<file path="config.mk">
export PLATFORM = sky130hd
export DESIGN_NAME = em_width_ctrl
export DESIGN_NICKNAME = d
export VERILOG_FILES = /design/src/rtl/em_pkg.sv /design/src/rtl/em_mode_fsm.sv /design/src/rtl/em_status.sv /design/src/rtl/em_regfile.sv /design/src/rtl/em_width_ctrl.sv
export SDC_FILE = /design/constraint.sdc
export NUM_CORES = 1
export LEC_CHECK = 0
export BUFFER_PORTS_ARGS = -buffer_cell sky130_fd_sc_hd__buf_2
export CAP_MARGIN = 5
export CORE_MARGIN = 2
export CORE_UTILIZATION = 43
export DETAILED_ROUTE_END_ITERATION = 8
export PLACE_DENSITY_LB_ADDON = 0.15
export REMOVE_ABC_BUFFERS = 1
export SLEW_MARGIN = 15
export SYNTH_ARGS = -nofsm -noshare
export SYNTH_HDL_FRONTEND = slang
export SYNTH_SLANG_ARGS = --single-unit
</file>
<file path="constraint.sdc">
create_clock -name clk -period 1.34 [get_ports clk]
set_clock_uncertainty 0.05 [all_clocks]
set_input_delay 0.067 -clock clk [delete_from_list [all_inputs] [get_ports clk]]
set_output_delay 0.067 -clock clk [all_outputs]
set_load 0.005 [all_outputs]
</file>
<file path="src/rtl/em_pkg.sv">
package em_pkg;
    typedef enum logic {
        ST_EMUL   = 1'b0,
        ST_NATIVE = 1'b1
    } em_state_e;

    typedef enum logic [2:0] {
        SEL_X  = 3'd0,
        SEL_Y  = 3'd1,
        SEL_S  = 3'd2,
        SEL_D  = 3'd3,
        SEL_DB = 3'd4,
        SEL_PB = 3'd5
    } em_sel_e;
endpackage

</file>
<file path="src/rtl/em_mode_fsm.sv">
module em_mode_fsm
    import em_pkg::*;
(
    input  logic clk,
    input  logic rst_n,
    input  logic xchg_req,
    input  logic carry_eff,
    output logic emu_q,
    output logic emu_next
);
    em_state_e state_q, state_d;

    always_ff @(posedge clk) begin
        if (!rst_n) state_q <= ST_EMUL;
        else        state_q <= state_d;
    end

    always_comb begin
        state_d = state_q;
        unique case (state_q)
            ST_EMUL:   if (xchg_req && !carry_eff) state_d = ST_NATIVE; // LEAVE
            ST_NATIVE: if (xchg_req &&  carry_eff) state_d = ST_EMUL;   // ENTER
            default:   state_d = ST_EMUL;
        endcase
    end

    always_comb begin
        emu_q    = (state_q == ST_EMUL);
        emu_next = (state_d == ST_EMUL);
    end
endmodule

</file>
<file path="src/rtl/em_status.sv">
module em_status #(
    parameter int BYTE_W  = 8,
    parameter int M_BIT   = 5,
    parameter int X_BIT   = 4,
    parameter logic [BYTE_W-1:0] RST_BYTE = 8'h30
) (
    input  logic              clk,
    input  logic              rst_n,
    input  logic              wr_en,
    input  logic [BYTE_W-1:0] wr_data,
    input  logic              xchg_req,
    input  logic              emu_q,
    input  logic              emu_next,
    output logic              carry_eff,
    output logic              m_q,
    output logic              x_q,
    output logic              x_next,
    output logic [BYTE_W-1:0] rd_data
);
    logic [BYTE_W-1:0] p_q, p_d;
    logic              m_d;

    always_comb begin
        p_d       = wr_en ? wr_data : p_q;
        carry_eff = p_d[0];
        if (xchg_req) p_d[0] = emu_q;
        m_d    = m_q;
        x_next = x_q;
        if (wr_en && !emu_q) begin
            m_d    = wr_data[M_BIT];
            x_next = wr_data[X_BIT];
        end
        if (emu_next) begin
            m_d    = 1'b1;
            x_next = 1'b1;
        end
    end

    always_ff @(posedge clk) begin
        if (!rst_n) begin
            p_q <= RST_BYTE;
            m_q <= 1'b1;
            x_q <= 1'b1;
        end else begin
            p_q <= p_d;
            m_q <= m_d;
            x_q <= x_next;
        end
    end

    always_comb begin
        rd_data = p_q;
        if (!emu_q) begin
            rd_data[M_BIT] = m_q;
            rd_data[X_BIT] = x_q;
        end
    end
endmodule

</file>
<file path="src/rtl/em_regfile.sv">
module em_regfile
    import em_pkg::*;
#(
    parameter int DATA_W = 16,
    parameter int BYTE_W = 8,
    parameter logic [BYTE_W-1:0] STACK_PAGE = 8'h01,
    parameter logic [BYTE_W-1:0] STACK_RST_LO = 8'hFF
) (
    input  logic              clk,
    input  logic              rst_n,
    input  logic              wr_en,
    input  logic [2:0]        wr_sel,
    input  logic [DATA_W-1:0] wr_data,
    input  logic              idx8_next,
    input  logic              emu_next,
    output logic [DATA_W-1:0] x_q,
    output logic [DATA_W-1:0] y_q,
    output logic [DATA_W-1:0] s_q,
    output logic [DATA_W-1:0] d_q,
    output logic [BYTE_W-1:0] db_q,
    output logic [BYTE_W-1:0] pb_q
);
    localparam int HI_W = DATA_W - BYTE_W;

    logic [DATA_W-1:0] x_w, y_w, s_w;

    always_comb begin
        x_w = (wr_en && wr_sel == SEL_X) ? wr_data : x_q;
        y_w = (wr_en && wr_sel == SEL_Y) ? wr_data : y_q;
        s_w = (wr_en && wr_sel == SEL_S) ? wr_data : s_q;
        if (idx8_next) begin
            x_w[DATA_W-1:BYTE_W] = '0;
            y_w[DATA_W-1:BYTE_W] = '0;
        end
        if (emu_next) s_w[DATA_W-1:BYTE_W] = HI_W'(STACK_PAGE);
    end

    always_ff @(posedge clk) begin
        if (!rst_n) begin
            x_q  <= '0;
            y_q  <= '0;
            s_q  <= {HI_W'(STACK_PAGE), STACK_RST_LO};
            d_q  <= '0;
            db_q <= '0;
            pb_q <= '0;
        end else begin
            x_q <= x_w;
            y_q <= y_w;
            s_q <= s_w;
            if (wr_en && wr_sel == SEL_D)  d_q  <= wr_data;
            if (wr_en && wr_sel == SEL_DB) db_q <= wr_data[BYTE_W-1:0];
            if (wr_en && wr_sel == SEL_PB) pb_q <= wr_data[BYTE_W-1:0];
        end
    end
endmodule

</file>
<file path="src/rtl/em_width_ctrl.sv">
module em_width_ctrl
    import em_pkg::*;
#(
    parameter int DATA_W = 16,
    parameter int BYTE_W = 8,
    parameter int SHW    = 4
) (
    input  logic              clk,
    input  logic              rst_n,
    input  logic              stat_wr_en,
    input  logic [BYTE_W-1:0] stat_wr_data,
    output logic [BYTE_W-1:0] stat_rd_data,
    input  logic              xchg_req,
    input  logic              reg_wr_en,
    input  logic [2:0]        reg_wr_sel,
    input  logic [DATA_W-1:0] reg_wr_data,
    output logic              emu_mode,
    output logic              mem_8bit,
    output logic              idx_8bit,
    output logic [DATA_W-1:0] acc_keep_mask,
    output logic [DATA_W-1:0] idx_mask,
    output logic [SHW-1:0]    acc_shift,
    output logic [SHW-1:0]    idx_shift,
    output logic [DATA_W-1:0] x_reg,
    output logic [DATA_W-1:0] y_reg,
    output logic [DATA_W-1:0] s_reg,
    output logic [DATA_W-1:0] d_reg,
    output logic [BYTE_W-1:0] db_reg,
    output logic [BYTE_W-1:0] pb_reg
);
    localparam int HI_W = DATA_W - BYTE_W;
    localparam logic [DATA_W-1:0] LO_ONES = {{HI_W{1'b0}}, {BYTE_W{1'b1}}};

    logic carry_eff, emu_next, x_next;

    em_mode_fsm u_fsm (
        .clk       (clk),
        .rst_n     (rst_n),
        .xchg_req  (xchg_req),
        .carry_eff (carry_eff),
        .emu_q     (emu_mode),
        .emu_next  (emu_next)
    );

    em_status #(.BYTE_W(BYTE_W)) u_stat (
        .clk       (clk),
        .rst_n     (rst_n),
        .wr_en     (stat_wr_en),
        .wr_data   (stat_wr_data),
        .xchg_req  (xchg_req),
        .emu_q     (emu_mode),
        .emu_next  (emu_next),
        .carry_eff (carry_eff),
        .m_q       (mem_8bit),
        .x_q       (idx_8bit),
        .x_next    (x_next),
        .rd_data   (stat_rd_data)
    );

    em_regfile #(.DATA_W(DATA_W), .BYTE_W(BYTE_W)) u_regs (
        .clk       (clk),
        .rst_n     (rst_n),
        .wr_en     (reg_wr_en),
        .wr_sel    (reg_wr_sel),
        .wr_data   (reg_wr_data),
        .idx8_next (x_next),
        .emu_next  (emu_next),
        .x_q       (x_reg),
        .y_q       (y_reg),
        .s_q       (s_reg),
        .d_q       (d_reg),
        .db_q      (db_reg),
        .pb_q      (pb_reg)
    );

    always_comb begin
        acc_keep_mask = mem_8bit ? ~LO_ONES : '0;
        idx_mask      = idx_8bit ? LO_ONES : '1;
        acc_shift     = mem_8bit ? '0 : SHW'(BYTE_W);
        idx_shift     = idx_8bit ? '0 : SHW'(BYTE_W);
    end
endmodule

</file>
==> flow_summary.yaml <==
worst_setup_path:
  regToRegSetupSlack_ns: 0.09
  end_kind: "output pin"
  critical_path_arrival_ns: 1.18
  slowest_delay_ns: 0.38
  setup.worst_path.class: "flip-flop to output pin"
  start_kind: "flip-flop"
  cp_cell_sequence: "mux2_2, buf_2"
  cp_top_family: "flip-flops"
  worst-path-buf-inv: 1
  cp.required_ns: 1.22
  crit_fanout: 6
  cpMaxStageDelayCell: "dfxtp_4"
synthesis:
  synth_top_area_frac: 0.482
  yosysSeqAreaShare: 0.482
  yosysMostFrequentCell: "nand2_1"
  synth_top_area_cell: "dfxtp_1"
  synth_edf_count: 0
  netlist_area_um2: 3780
  ys.warnings.count: 0
  synth.top_cells.by_count: "nand2_1, dfxtp_1, buf_4"
  syn_avg_cell_area_um2: 9.08
  ys_ff_latch: 91
  synthFlopType: "dfxtp_1"
  yosys-top-cells-area: "dfxtp_1, mux2i_1, nand2_1"
  ys_types: 28
  synthCells: 416
  async_flop_share: 0
clock_tree:
  clockBufferDepth: 2
  clock_latency_ns: 0.35
  cts_inserted_buffers: 9
  cts.sinks: 91
  clkTransAtPathRegs_ns: 0.09
  clockRootBuffer: "clkbuf_8"
  cts_htree_levels: 3
  cts_tree: "done"
placement:
  placed_cells: 632
  place_hpwl_um: 6450
  gp_congestion: 0.768
  portBuffers: 140
grt:
  grt_max_degree: 35
  grt_usage: 0.193
  grt_pass1_vias: 2806
  globalRouteOverflowTotal: 0
  antenna_found_initial: 0
  grt_pass1_wl_um: 14600
timing:
  finalCritPeriodShare: 0.966
  fin_hold_ws_ns: 0.00293
  max_freq_mhz: 772
  drv_slew: 0
  finalSetupViolCount: 0
  rsz0062_at_grt: "yes"
  hold_viol: 0
  fin_crit_ns: 1.29
die:
  ios: 163
  die_w_um: 97.7
  fp-row-count: 34
  core_area_um2: 8640
  die_area_um2: 9550
  start_util: 0.437
  die_h_um: 97.7
finish:
  final.fill_count: 801
  fin_cells: 673
  nets: 592
  antenna_cells: 0
  drive_gt1_frac: 0.336
  area_growth_pct: 31.8
outcome:
  outcome: "finished clean"
routing:
  drc: 0
  vias_per_cell: 4.64
  drt_iter0_drc: 78
  via_count: 3120
  drtAntennaViolNets: 0
  drt_wl_total_um: 9360
  wl_per_cell_um: 13.9
  first_pass_iters: 4
power:
  p_leak_nw: 2.28
  vdd_drop_max_mv: 0.510
  powerDensity_nw_per_um2: 1080
min_path:
  min_path_type: "primary input to flip-flop"
flow_run:
  maxCapViolCount: 0
## flip-flops by register name, indices dropped and copies added (netlist names)
signal,cells
u_regs.s_q,16
u_regs.d_q,16
u_fsm.state_q,1
u_stat.p_q,8
u_regs.db_q,8
u_regs.pb_q,8
u_stat.m_q,1
u_regs.y_q,16
u_regs.x_q,16
u_stat.x_q,1
## logic make-up after synthesis
family	Yosys count	synth area share
buf+inv	77	0.134
flops	91	0.482
other cells	2	0.00199
compound gates	41	0.0676
simple gates	162	0.199
mux	43	0.115
## routing by layer
layer / track usage / up-vias / share of wire
met2: 0.323 / 91 / 0.48
met5: 0 / - / 0
met1: 0.249 / 1432 / 0.46
met4: 0.0513 / 0 / 0.011
li1: - / 1588 / -
met3: 0.0482 / 9 / 0.057
## cell usage in the layout (no fill, tap or decap), types with 12 or more instances in the layout
cell             n
a21boi_0        19
a21oi_1         20
buf_2          140
buf_4           12
conb_1          22
dfxtp_1         89
dlygate4sd3_1   26
mux2i_1         40
nand2_1        100
nor2b_1         12
## worst min-delay path: stages
cell and delay [ns]:
buf_2 0.16, mux2i_1 0.09, nand2_1 0.06
## per-stage QoR
stage	setup TNS [ns]	total power, mW	area (um^2)	setup WS, ns	util
detailed placement	0	3.34	4460	0.00247	0.517
finish	0	5.40	4980	0.0452	0.577
global route	-0.00195	5.64	4980	-0.00195	0.577
global placement	0	3.34	4460	0.0332	0.517
floorplan	-39.98	3.05	3370	-1.62	-
CTS	0	5.46	4950	0.0153	0.574
## timing repair
item | 4_1_cts | 5_1_grt
endpoints found under the hold margin | 65 | 0
hold buffers | 27 | 0
setup endpoints to repair | 2 | 16
gates cloned | 0 | 0
setup buffers | 0 | 0
resized for setup | 1 | 8
## final timing paths
check	from	endpoint	depth (start not counted)
max	u_fsm.state_q	stat_rd_data[4]	2
min	stat_wr_en	u_stat.p_q[4]	3
max reg2reg	u_fsm.state_q	u_regs.y_q[12]	4
min reg2reg	u_regs.x_q[6]	u_regs.x_q[6]	2
## final cells by class
class	count	area, um^2	share of cell area
well taps	108	135	0.0271
flip-flops and latches	91	1830	0.367
multi-input cells	268	1600	0.321
clock inverters	6	88.8	0.0178
inverters	6	22.5	0.00452
clock buffers	10	138	0.0276
repair buffers	184	1170	0.235
## power breakdown
part / internal [mW] / total (mW) / switching [mW]
sequential: 2.76 / 2.79 / 0.0315
clock: 1.10 / 2.06 / 0.955
combinational: 0.269 / 0.549 / 0.279
total: 4.13 / 5.40 / 1.27
(Power assumes the default switching activity.)
